==> config.mk <==
export PLATFORM = sky130hd
export DESIGN_NAME = plm_host_rx_if
export DESIGN_NICKNAME = d
export VERILOG_FILES = /design/src/rtl/plm_rx_pkg.sv /design/src/rtl/plm_mode_decode.sv /design/src/rtl/plm_bit_sync.sv /design/src/rtl/plm_rclk_edge.sv /design/src/rtl/plm_rx_path.sv /design/src/rtl/plm_host_rx_if.sv
export SDC_FILE = /design/constraint.sdc
export NUM_CORES = 1
export LEC_CHECK = 0
export ABC_AREA = 1
export BUFFER_PORTS_ARGS = -buffer_cell sky130_fd_sc_hd__buf_2
export CAP_MARGIN = 30
export CORE_AREA = 2 2 39 41
export DETAILED_ROUTE_END_ITERATION = 7
export DIE_AREA = 0 0 41 43
export HOLD_SLACK_MARGIN = 0.1
export PLACE_DENSITY = 0.63
export RECOVER_POWER = 50
export SLEW_MARGIN = 10
export SYNTH_ARGS = -nofsm -noshare
export SYNTH_HDL_FRONTEND = slang
export SYNTH_HIERARCHICAL = 1
export SYNTH_SLANG_ARGS = --single-unit
export TNS_END_PERCENT = 100
==> constraint.sdc <==
create_clock -name clk -period 2.3 [get_ports clk]
set_clock_uncertainty 0.15 [all_clocks]
set_input_delay 0.115 -clock clk [delete_from_list [all_inputs] [get_ports clk]]
set_output_delay 0.115 -clock clk [all_outputs]
set_load 0.05 [all_outputs]
==> src/rtl/plm_rx_pkg.sv <==
// Shared types for the host receive interface.
// Assumes: the mode select encoding is {cfg_sel, rx_dir}.
package plm_rx_pkg;

    typedef enum logic [1:0] {
        MODE_TX = 2'b00,
        MODE_RX = 2'b01,
        MODE_WR = 2'b10,
        MODE_RD = 2'b11
    } plm_mode_e;

    // Idle line level for the selected host interface (0 SPI, 1 UART)
    function automatic logic idle_level(input logic uart_sel);
        return uart_sel;
    endfunction

endpackage

==> src/rtl/plm_mode_decode.sv <==
// Continuous decode of the two level-sensitive host select lines into a
// mode code and one-hot enables. Assumes the select lines are quasi-static
// with respect to clk, since they are used without synchronization.
module plm_mode_decode
    import plm_rx_pkg::*;
(
    input  logic      cfg_sel,
    input  logic      rx_dir,
    output plm_mode_e mode,
    output logic      en_tx,
    output logic      en_rx,
    output logic      en_rd,
    output logic      en_wr
);

    // Map the select pair onto the mode code and its enables
    always_comb begin
        mode  = plm_mode_e'({cfg_sel, rx_dir});
        en_tx = 1'b0;
        en_rx = 1'b0;
        en_rd = 1'b0;
        en_wr = 1'b0;
        unique case (mode)
            MODE_TX: en_tx = 1'b1;
            MODE_RX: en_rx = 1'b1;
            MODE_RD: en_rd = 1'b1;
            MODE_WR: en_wr = 1'b1;
            default: en_tx = 1'b1;
        endcase
    end

endmodule

==> src/rtl/plm_bit_sync.sv <==
// Multi-bit, multi-stage synchronizer for independent asynchronous
// single-bit signals. Assumes each bit is meaningful on its own, with no
// bus coherency between bits. Every stage resets to 0.
module plm_bit_sync #(
    parameter int WIDTH  = 3,
    parameter int STAGES = 2
) (
    input  logic             clk,
    input  logic             rst_n,
    input  logic [WIDTH-1:0] d_async,
    output logic [WIDTH-1:0] q_sync
);

    localparam int LAST = STAGES - 1;

    for (genvar b = 0; b < WIDTH; b++) begin : g_bit
        logic [STAGES-1:0] chain;

        // Shift the asynchronous bit through the flop chain
        always_ff @(posedge clk) begin
            if (!rst_n) chain <= '0;
            else if (STAGES == 1) chain <= d_async[b];
            else chain <= {chain[STAGES-2:0], d_async[b]};
        end

        assign q_sync[b] = chain[LAST];
    end

endmodule

==> src/rtl/plm_rclk_edge.sv <==
// Rising-edge detector for the synchronized recovered bit clock.
// Assumes the recovered clock is several system clocks wide in each phase.
module plm_rclk_edge (
    input  logic clk,
    input  logic rst_n,
    input  logic rclk_s,
    output logic rise
);

    logic rclk_d;

    // Remember the previous sampled level
    always_ff @(posedge clk) begin
        if (!rst_n) rclk_d <= 1'b0;
        else rclk_d <= rclk_s;
    end

    assign rise = rclk_s & ~rclk_d;

endmodule

==> src/rtl/plm_rx_path.sv <==
// Receive data path: synchronous capture register with an idle preload on
// mode entry, asynchronous pass-through, and idle forcing.
// Assumes bit_s and valid_s are already in the clk domain.
module plm_rx_path
    import plm_rx_pkg::*;
(
    input  logic clk,
    input  logic rst_n,
    input  logic rx_en,
    input  logic uart_sel,
    input  logic sync_sel,
    input  logic bit_s,
    input  logic valid_s,
    input  logic rise,
    output logic rx_out
);

    logic rx_q;
    logic rx_en_d;
    logic idle;
    logic entry;

    assign idle  = idle_level(uart_sel);
    assign entry = rx_en & ~rx_en_d;

    // Track reception mode one cycle back, to find mode entry
    always_ff @(posedge clk) begin
        if (!rst_n) rx_en_d <= 1'b0;
        else rx_en_d <= rx_en;
    end

    // Capture the bit on recovered-clock edges; preload idle on entry
    always_ff @(posedge clk) begin
        if (!rst_n) rx_q <= 1'b0;
        else if (entry) rx_q <= idle;
        else if (rise) rx_q <= valid_s ? bit_s : idle;
    end

    // Select the visible line level
    always_comb begin
        if (!rx_en || !valid_s) rx_out = idle;
        else if (sync_sel) rx_out = rx_en_d ? rx_q : idle;
        else rx_out = bit_s;
    end

endmodule

==> src/rtl/plm_host_rx_if.sv <==
// Top of the host receive interface. Decodes the host mode, synchronizes
// the demodulator bit, the data-valid qualifier and the recovered clock,
// and drives rx_data and host_clk. Assumes host_uart and sync_mode are
// static straps.
module plm_host_rx_if #(
    parameter int SYNC_STAGES = 2
) (
    input  logic clk,
    input  logic rst_n,
    input  logic cfg_sel,
    input  logic rx_dir,
    input  logic host_uart,
    input  logic sync_mode,
    input  logic demod_bit,
    input  logic data_valid,
    input  logic rec_clk,
    output logic mode_tx,
    output logic mode_rx,
    output logic mode_rd,
    output logic mode_wr,
    output logic rx_data,
    output logic host_clk
);
    import plm_rx_pkg::*;

    localparam int NSYNC = 3;

    plm_mode_e        mode;
    logic [NSYNC-1:0] sync_q;
    logic             bit_s;
    logic             valid_s;
    logic             rclk_s;
    logic             rclk_rise;

    plm_mode_decode u_dec (
        .cfg_sel (cfg_sel),
        .rx_dir  (rx_dir),
        .mode    (mode),
        .en_tx   (mode_tx),
        .en_rx   (mode_rx),
        .en_rd   (mode_rd),
        .en_wr   (mode_wr)
    );

    plm_bit_sync #(.WIDTH(NSYNC), .STAGES(SYNC_STAGES)) u_sync (
        .clk     (clk),
        .rst_n   (rst_n),
        .d_async ({rec_clk, data_valid, demod_bit}),
        .q_sync  (sync_q)
    );

    assign bit_s   = sync_q[0];
    assign valid_s = sync_q[1];
    assign rclk_s  = sync_q[2];

    plm_rclk_edge u_edge (
        .clk    (clk),
        .rst_n  (rst_n),
        .rclk_s (rclk_s),
        .rise   (rclk_rise)
    );

    plm_rx_path u_path (
        .clk      (clk),
        .rst_n    (rst_n),
        .rx_en    (mode_rx),
        .uart_sel (host_uart),
        .sync_sel (sync_mode),
        .bit_s    (bit_s),
        .valid_s  (valid_s),
        .rise     (rclk_rise),
        .rx_out   (rx_data)
    );

    // Recovered clock to the host only in synchronous access
    assign host_clk = sync_mode & rclk_s;

endmodule

==> summary.md, run 1 <==
| Metric | Value |
|---|---|
| Outcome | completed |
| Wire per inst | 7.26 µm |
| First-pass GRT wire length | 1.22 mm |
| Final Cycle Share | between 80% and 90% |
| NumNets Final | between 90 and 100 |
| Clk_lat worst skew | 0.25 ns |
| Routed wire length | around 720 µm |
| Total power | between 0.0003 and 0.0004 W |
| Placed instance count | between 80 and 90 |
| Average size of a mapped cell | between 7 and 8 µm² |
| Synthesized area | ~410 µm² |
| CTS tree | yes |
| DP Wirelength | ~450 µm |
| Die height | around 43 µm |
| Vias in the first global route | about 340 |
| Hold Vio Cnt, Final | 0 |
| Final Non-Filler Cells | 99 |
| WP data required | roughly 2.0 ns |
| Setup slack, reg-to-reg | 1.33 ns |
| CP Capture Type | output port |
| Initial antenna violation count | 0 |
| PortBufs | 14 |
| F_max | 522 MHz |
| Arrival @ worst endpoint | between 1.5 and 2 ns |
| Ports | 15 |
| Crit Path Max Fanout | 4 |
| WS Path Type | in2out |
| Worst R2R Start | u_sync/g_bit[2].chain[1] |
| Cell leakage power | approximately 0.34 nW |
| H-tree depth | 1 |
| Layout fillers | roughly 140 |
| Slew margin rel. | 60.6% |
| Tot GR Track Use | 10.6% |
| Most frequent cells in the layout | inv_1, nand2_1, dlygate4sd3_1, buf_2, dfxtp_1 |
| Cts bufs inserted | 3 |
| Initial Util | between 20 and 30% |
| Most common cell after layout, fill and taps aside | inv_1 |
| CP max stage delay | about 0.53 ns |
| Synthesis Warnings | 6 |
| Worst path slowest cell | dlygate4sd3_1 |
| Largest net degree at the start of global routing | 10 |
| Post-route ant nets | 0 |
| Core area | 1380 µm² |
| Die area | roughly 1800 µm² |
| GRT Residual Overflow | 0 |
| Vias | between 300 and 400 |
| Final Critical Period | 1.92 ns |
| Worst-case reg-to-reg path depth | 6 |
| Row Count | 14 |
| Seq. cell area | about 180 µm² |
| Endpoints failing setup | 0 |
| Nature of the critical path startpoint | input port |
| Setup TNS | 0 ns |
| CTS Root Cell | clkbuf_4 |
| 1st-pass router iterations | 2 |
| Sink Count | 9 |
| Area Growth Syn to Fin | 46.5% |
| Min-delay worst type | in2reg |
| Syn Inst Count | 58 |
| Layout cells sized above 1 | a little under a quarter |
| Number of gates resized after CTS | 0 |
| Clock Pin Slew Worst Setup and Hold Paths | approximately 0.06 ns |
| Iter 0 DRT Violations | 1 |
| Cell Pwr Density | ~600 nW/µm² |
| Final Max Tran Viols | 0 |
| Combined area of the multi-input logic cells | between 100 and 150 µm² |
| End of the worst register-to-register path | u_path/rx_q |
| Syn nets | 67 |
| RD Place Congestion | 0.670 |
| # DRC | 0 |
| Post CTS Setup Buffer Count | 0 |
| CP dominant cell by count | buf_2 |
| Max Root-Sink Buffers | 2 |
| Worst Setup EP | rx_data |
| Antenna fix cells | 0 |
| RSZ-0062 raised after global routing | false |
| Fin Hold WS | approximately 0.25 ns |
| CP cell instances | dlygate4sd3_1 > buf_2 > nor2_1 > nand2_1 > o21bai_1 > o21ai_1 > buf_2 |
| MaxCap Viol Count | 0 |
| Final Util | a little over two fifths |
| Peak VDD IR | roughly 310 µV |
| Via density | 3.74 |
| Setup crit start | cfg_sel |
| Die W | about 41 µm |
| Slew @ Worst Pin | roughly 0.6 ns |
## registers in the layout (all words and copies together) (netlist names)
| register | cells |
|---|---|
| u_sync/g_bit.chain | 6 |
| u_path/rx_en_d | 1 |
| u_path/rx_q | 1 |
| u_edge/rclk_d | 1 |
## what timing repair did
action / 4_1_cts / 5_1_grt
hold endpoints to repair: 9 / 0
hold buffers: 10 / 0
endpoints found under the setup margin: 0 / 0
## cell type report
type | instances | share of cell area (%)
repair buffers | 24 | 27.7
multi-input cells | 28 | 22.9
well taps | 16 | 3.36
flip-flops and latches | 9 | 30.3
clock buffers | 4 | 4.41
inverters | 18 | 11.3
## per-layer routing
| layer | GRT usage, % | up-vias | routed length (µm) |
|---|---|---|---|
| met5 | 0 | - | 0 |
| met4 | 10.0 | 0 | 9 |
| met3 | 1.57 | 2 | 36 |
| met2 | 15.9 | 9 | 341 |
| met1 | 11.8 | 148 | 332 |
| li1 | - | 211 | - |
## how the worst min path moves through the flow
stage,from,end,slack (ns),cells after the start
6_report,rx_dir,u_path/rx_q,0.25,7
5_1_grt,u_sync/g_bit[2].chain[0],u_sync/g_bit[2].chain[1],0.28,2
4_1_cts,rx_dir,u_path/rx_q,0.25,7
3_5_place_dp,demod_bit,u_sync/g_bit[0].chain[0],0.15,3
3_3_place_gp,demod_bit,u_sync/g_bit[0].chain[0],0.14,3
2_1_floorplan,demod_bit,u_sync/g_bit[0].chain[0],0.06,2
## worst max-delay path, delay by kind of cell
family                 cells  cell delay (ns)
buffers and inverters      3             0.94
AO/OA/AOI/OAI              2             0.28
AND/OR/NAND/NOR            2             0.32
## power by group
| group | switching, W | internal, W | total, W | leakage (nW) |
|---|---|---|---|---|
| combinational | 0.0000396 | 0.0000269 | 0.0000665 | 0.256 |
| sequential | 0.00000337 | 0.000163 | 0.000167 | 0.0742 |
| clock | 0.0000510 | 0.0000666 | 0.000118 | 0.0150 |
## per-stage QoR
stage,worst slack [ns],instance area [µm²]
2_1_floorplan,0.0783,407
6_report,0.383,596
5_1_grt,0.252,596
4_1_cts,0.375,601
3_3_place_gp,0.918,474
3_5_place_dp,0.910,474
(Power assumes the default switching activity.)
==> inputs of run 2 (changes only) <==
==> constraint.sdc (replaced) <==
create_clock -name clk -period 1.9 [get_ports clk]
set_clock_uncertainty 0.15 [all_clocks]
set_input_delay 0.095 -clock clk [delete_from_list [all_inputs] [get_ports clk]]
set_output_delay 0.095 -clock clk [all_outputs]
set_load 0.05 [all_outputs]
==> run 2 against run 1 <==
Effect of this change: first-iteration DRC count grew to 4.0 times the previous value; sequential share of layout area down 0.31 points; design area is 1.1% higher; non-clock buffer count is the same; critical path type unchanged; critical endpoint unchanged; largest cell class unchanged; largest power group unchanged.
==> summary.md, run 2 (same netlist as run 1, synthesis figures left out) <==
| Metric | Value |
|---|---|
| Outcome | completed |
| Max Root-Sink Buffers | 2 (unchanged) |
| Crit Path Max Fanout | 4 (unchanged) |
| Area Growth Syn to Fin | 48.0% |
| Met3 Wirelength | 34 µm (-5.6%) |
| CP Capture Type | output port |
| Iter 0 DRT Violations | 4 (+3) |
| Die height | 43 µm (unchanged) |
| Ports | 15 (unchanged) |
| First-pass GRT wire length | 1.25 mm (+2.2%) |
| CTS tree | yes |
| Peak VDD IR | 340 µV (+9.7%) |
| Initial Util | 29.4% (unchanged) |
| Cell Pwr Density | 705 nW/µm² (+20%) |
| Post-route ant nets | 0 (unchanged) |
| Layout cells sized above 1 | 25.3% (+2.4 points) |
| Delay-heaviest family, CP | buffers and inverters |
| H-tree depth | 1 (unchanged) |
| WP data required | 1.65 ns (-0.39 ns) |
| Core area | 1380 µm² (unchanged) |
| Tot GR Track Use | 10.8% (+0.19 points) |
| PortBufs | 14 (unchanged) |
| Largest net degree at the start of global routing | 10 (unchanged) |
| Clock Pin Slew Worst Setup and Hold Paths | 0.06 ns (about the same) |
| Vias in the first global route | 350 (+2.6%) |
| RSZ-0062 raised after global routing | false |
| Final Cycle Share | between 90% and 100% |
| Routed wire length | 757 µm (+5.3%) |
| Total power | 0.000424 W (+21%) |
| Top routing layer used | met3 |
| Most frequent cells in the layout | inv_1, nand2_1, dlygate4sd3_1, buf_2, dfxtp_1 |
| Clk_lat worst skew | 0.25 ns (about the same) |
| Vias | 377 (+1.9%) |
| Most common cell after layout, fill and taps aside | inv_1 |
| Final Cell Area | 602 µm² (+1.1%) |
| Cts bufs inserted | 3 (unchanged) |
| Met1 wire length | 341 µm (+2.7%) |
| Post CTS Setup Buffer Count | 0 (unchanged) |
| Min-delay worst type | in2reg |
| MaxCap Viol Count | 0 (unchanged) |
| Initial antenna violation count | 0 (unchanged) |
| Setup TNS | 0 ns (unchanged) |
| CP max stage delay | 0.53 ns (about the same) |
| Die area | 1760 µm² (unchanged) |
| Arrival @ worst endpoint | 1.51 ns (-0.14 ns) |
| F_max | between 500 and 600 MHz |
| Sink Count | 9 (unchanged) |
| Slew margin rel. | 60.9% (+0.34 points) |
| WL met2 | 381 µm (+12%) |
| Final Critical Period | ~1.8 ns |
| Final Max Tran Viols | 0 (unchanged) |
| Wire per inst | 7.65 µm (+5.3%) |
| Max reg flops | 6 (unchanged) |
| Hold Vio Cnt, Final | 0 (unchanged) |
| # DRC | 0 (unchanged) |
| DP Wirelength | 511 µm (+14%) |
| Top reg by flops | u_sync/g_bit.chain |
| Cell leakage power | 0.349 nW (+1.3%) |
| Worst path slowest cell | dlygate4sd3_1 |
| Endpoints failing setup | 0 (unchanged) |
| NumNets Final | 93 (unchanged) |
| Slew @ Worst Pin | 0.588 ns (-0.00508 ns) |
| Buf/Inv on CP | 3 (unchanged) |
| WS Path Type | in2out |
| Row Count | 14 (unchanged) |
| CP cell instances | dlygate4sd3_1 > buf_2 > nor2_2 > nand2_1 > o21bai_1 > o21ai_1 > buf_4 |
| Nature of the critical path startpoint | input port |
| GRT Residual Overflow | 0 (unchanged) |
| Antenna fix cells | 0 (unchanged) |
| RD Place Congestion | 0.668 (-0.33%) |
| Fin Hold WS | 0.238 ns (-0.0163 ns) |
| Cell Area, Placed | 477 µm² (+0.53%) |
| Via density | 3.81 (+1.9%) |
| CTS Root Cell | clkbuf_4 |
| 1st-pass router iterations | 4 (+2) |
| Die W | 41 µm (unchanged) |
==> run 2: cell types whose count changed in the layout (fill, tap and decap cells not counted) <==
cell	before	now
buf_4	0	1
clkbuf_1	5	4
nor2_2	1	2
nor2_1	3	2
==> run 2: power by group <==
part	switching [W]	internal, W	total [W]
Combinational	0.0000490	0.0000339	0.0000828
Clock	0.0000590	0.0000804	0.000139
Sequential	0.00000419	0.000198	0.000202
Total	0.000112	0.000312	0.000424
==> run 2: worst paths after layout <==
path / from / cells past startpoint / slack [ns] / endpoint
setup / recovery: cfg_sel / 7 / 0.14 / rx_data
hold / removal: rx_dir / 7 / 0.24 / u_path/rx_q
setup reg to reg: u_sync/g_bit[2].chain[1] / 6 / 0.93 / u_path/rx_q
hold reg to reg: u_sync/g_bit[1].chain[0] / 2 / 0.26 / u_sync/g_bit[1].chain[1]
==> run 2: timing repair <==
item / 4_1_cts / 5_1_grt
setup endpoints to repair: 0 / 1
gates resized for setup: 0 / 2
hold buffers: 10 / 0
endpoints found under the hold margin: 9 / 0
==> run 2: metal layers <==
layer  GRT usage (%)  up-vias
met2            17.8        9
li1                -      211
met1            10.5      157
met3            3.14        0
met5               0        -
met4            8.00        0
==> run 2: final cells by class <==
cell class	count	area (µm²)
well taps	16	20.0
flip-flops and latches	9	180
fillers	139	782
repair buffers	24	169
multi-input cells	28	139
clock buffers	4	26.3
inverters	18	67.6
==> run 2: metrics by stage <==
| step | cells | util, % | setup WS (ns) |
|---|---|---|---|
| floorplan | 58 | - | 0.0192 |
| global placement | 85 | 34.4 | 0.630 |
| detailed placement | 85 | 34.4 | 0.614 |
| CTS | 99 | 43.6 | 0.0773 |
| global route | 99 | 43.5 | 0.0283 |
| finish | 99 | 43.5 | 0.142 |
==> run 2: worst register-to-register path: stages (launching register included) <==
cell     delay (ns)
dfxtp_1        0.34
inv_1          0.05
nor2_2         0.07
inv_1          0.05
nand2_1        0.07
nand3_2        0.08
a21oi_2        0.10
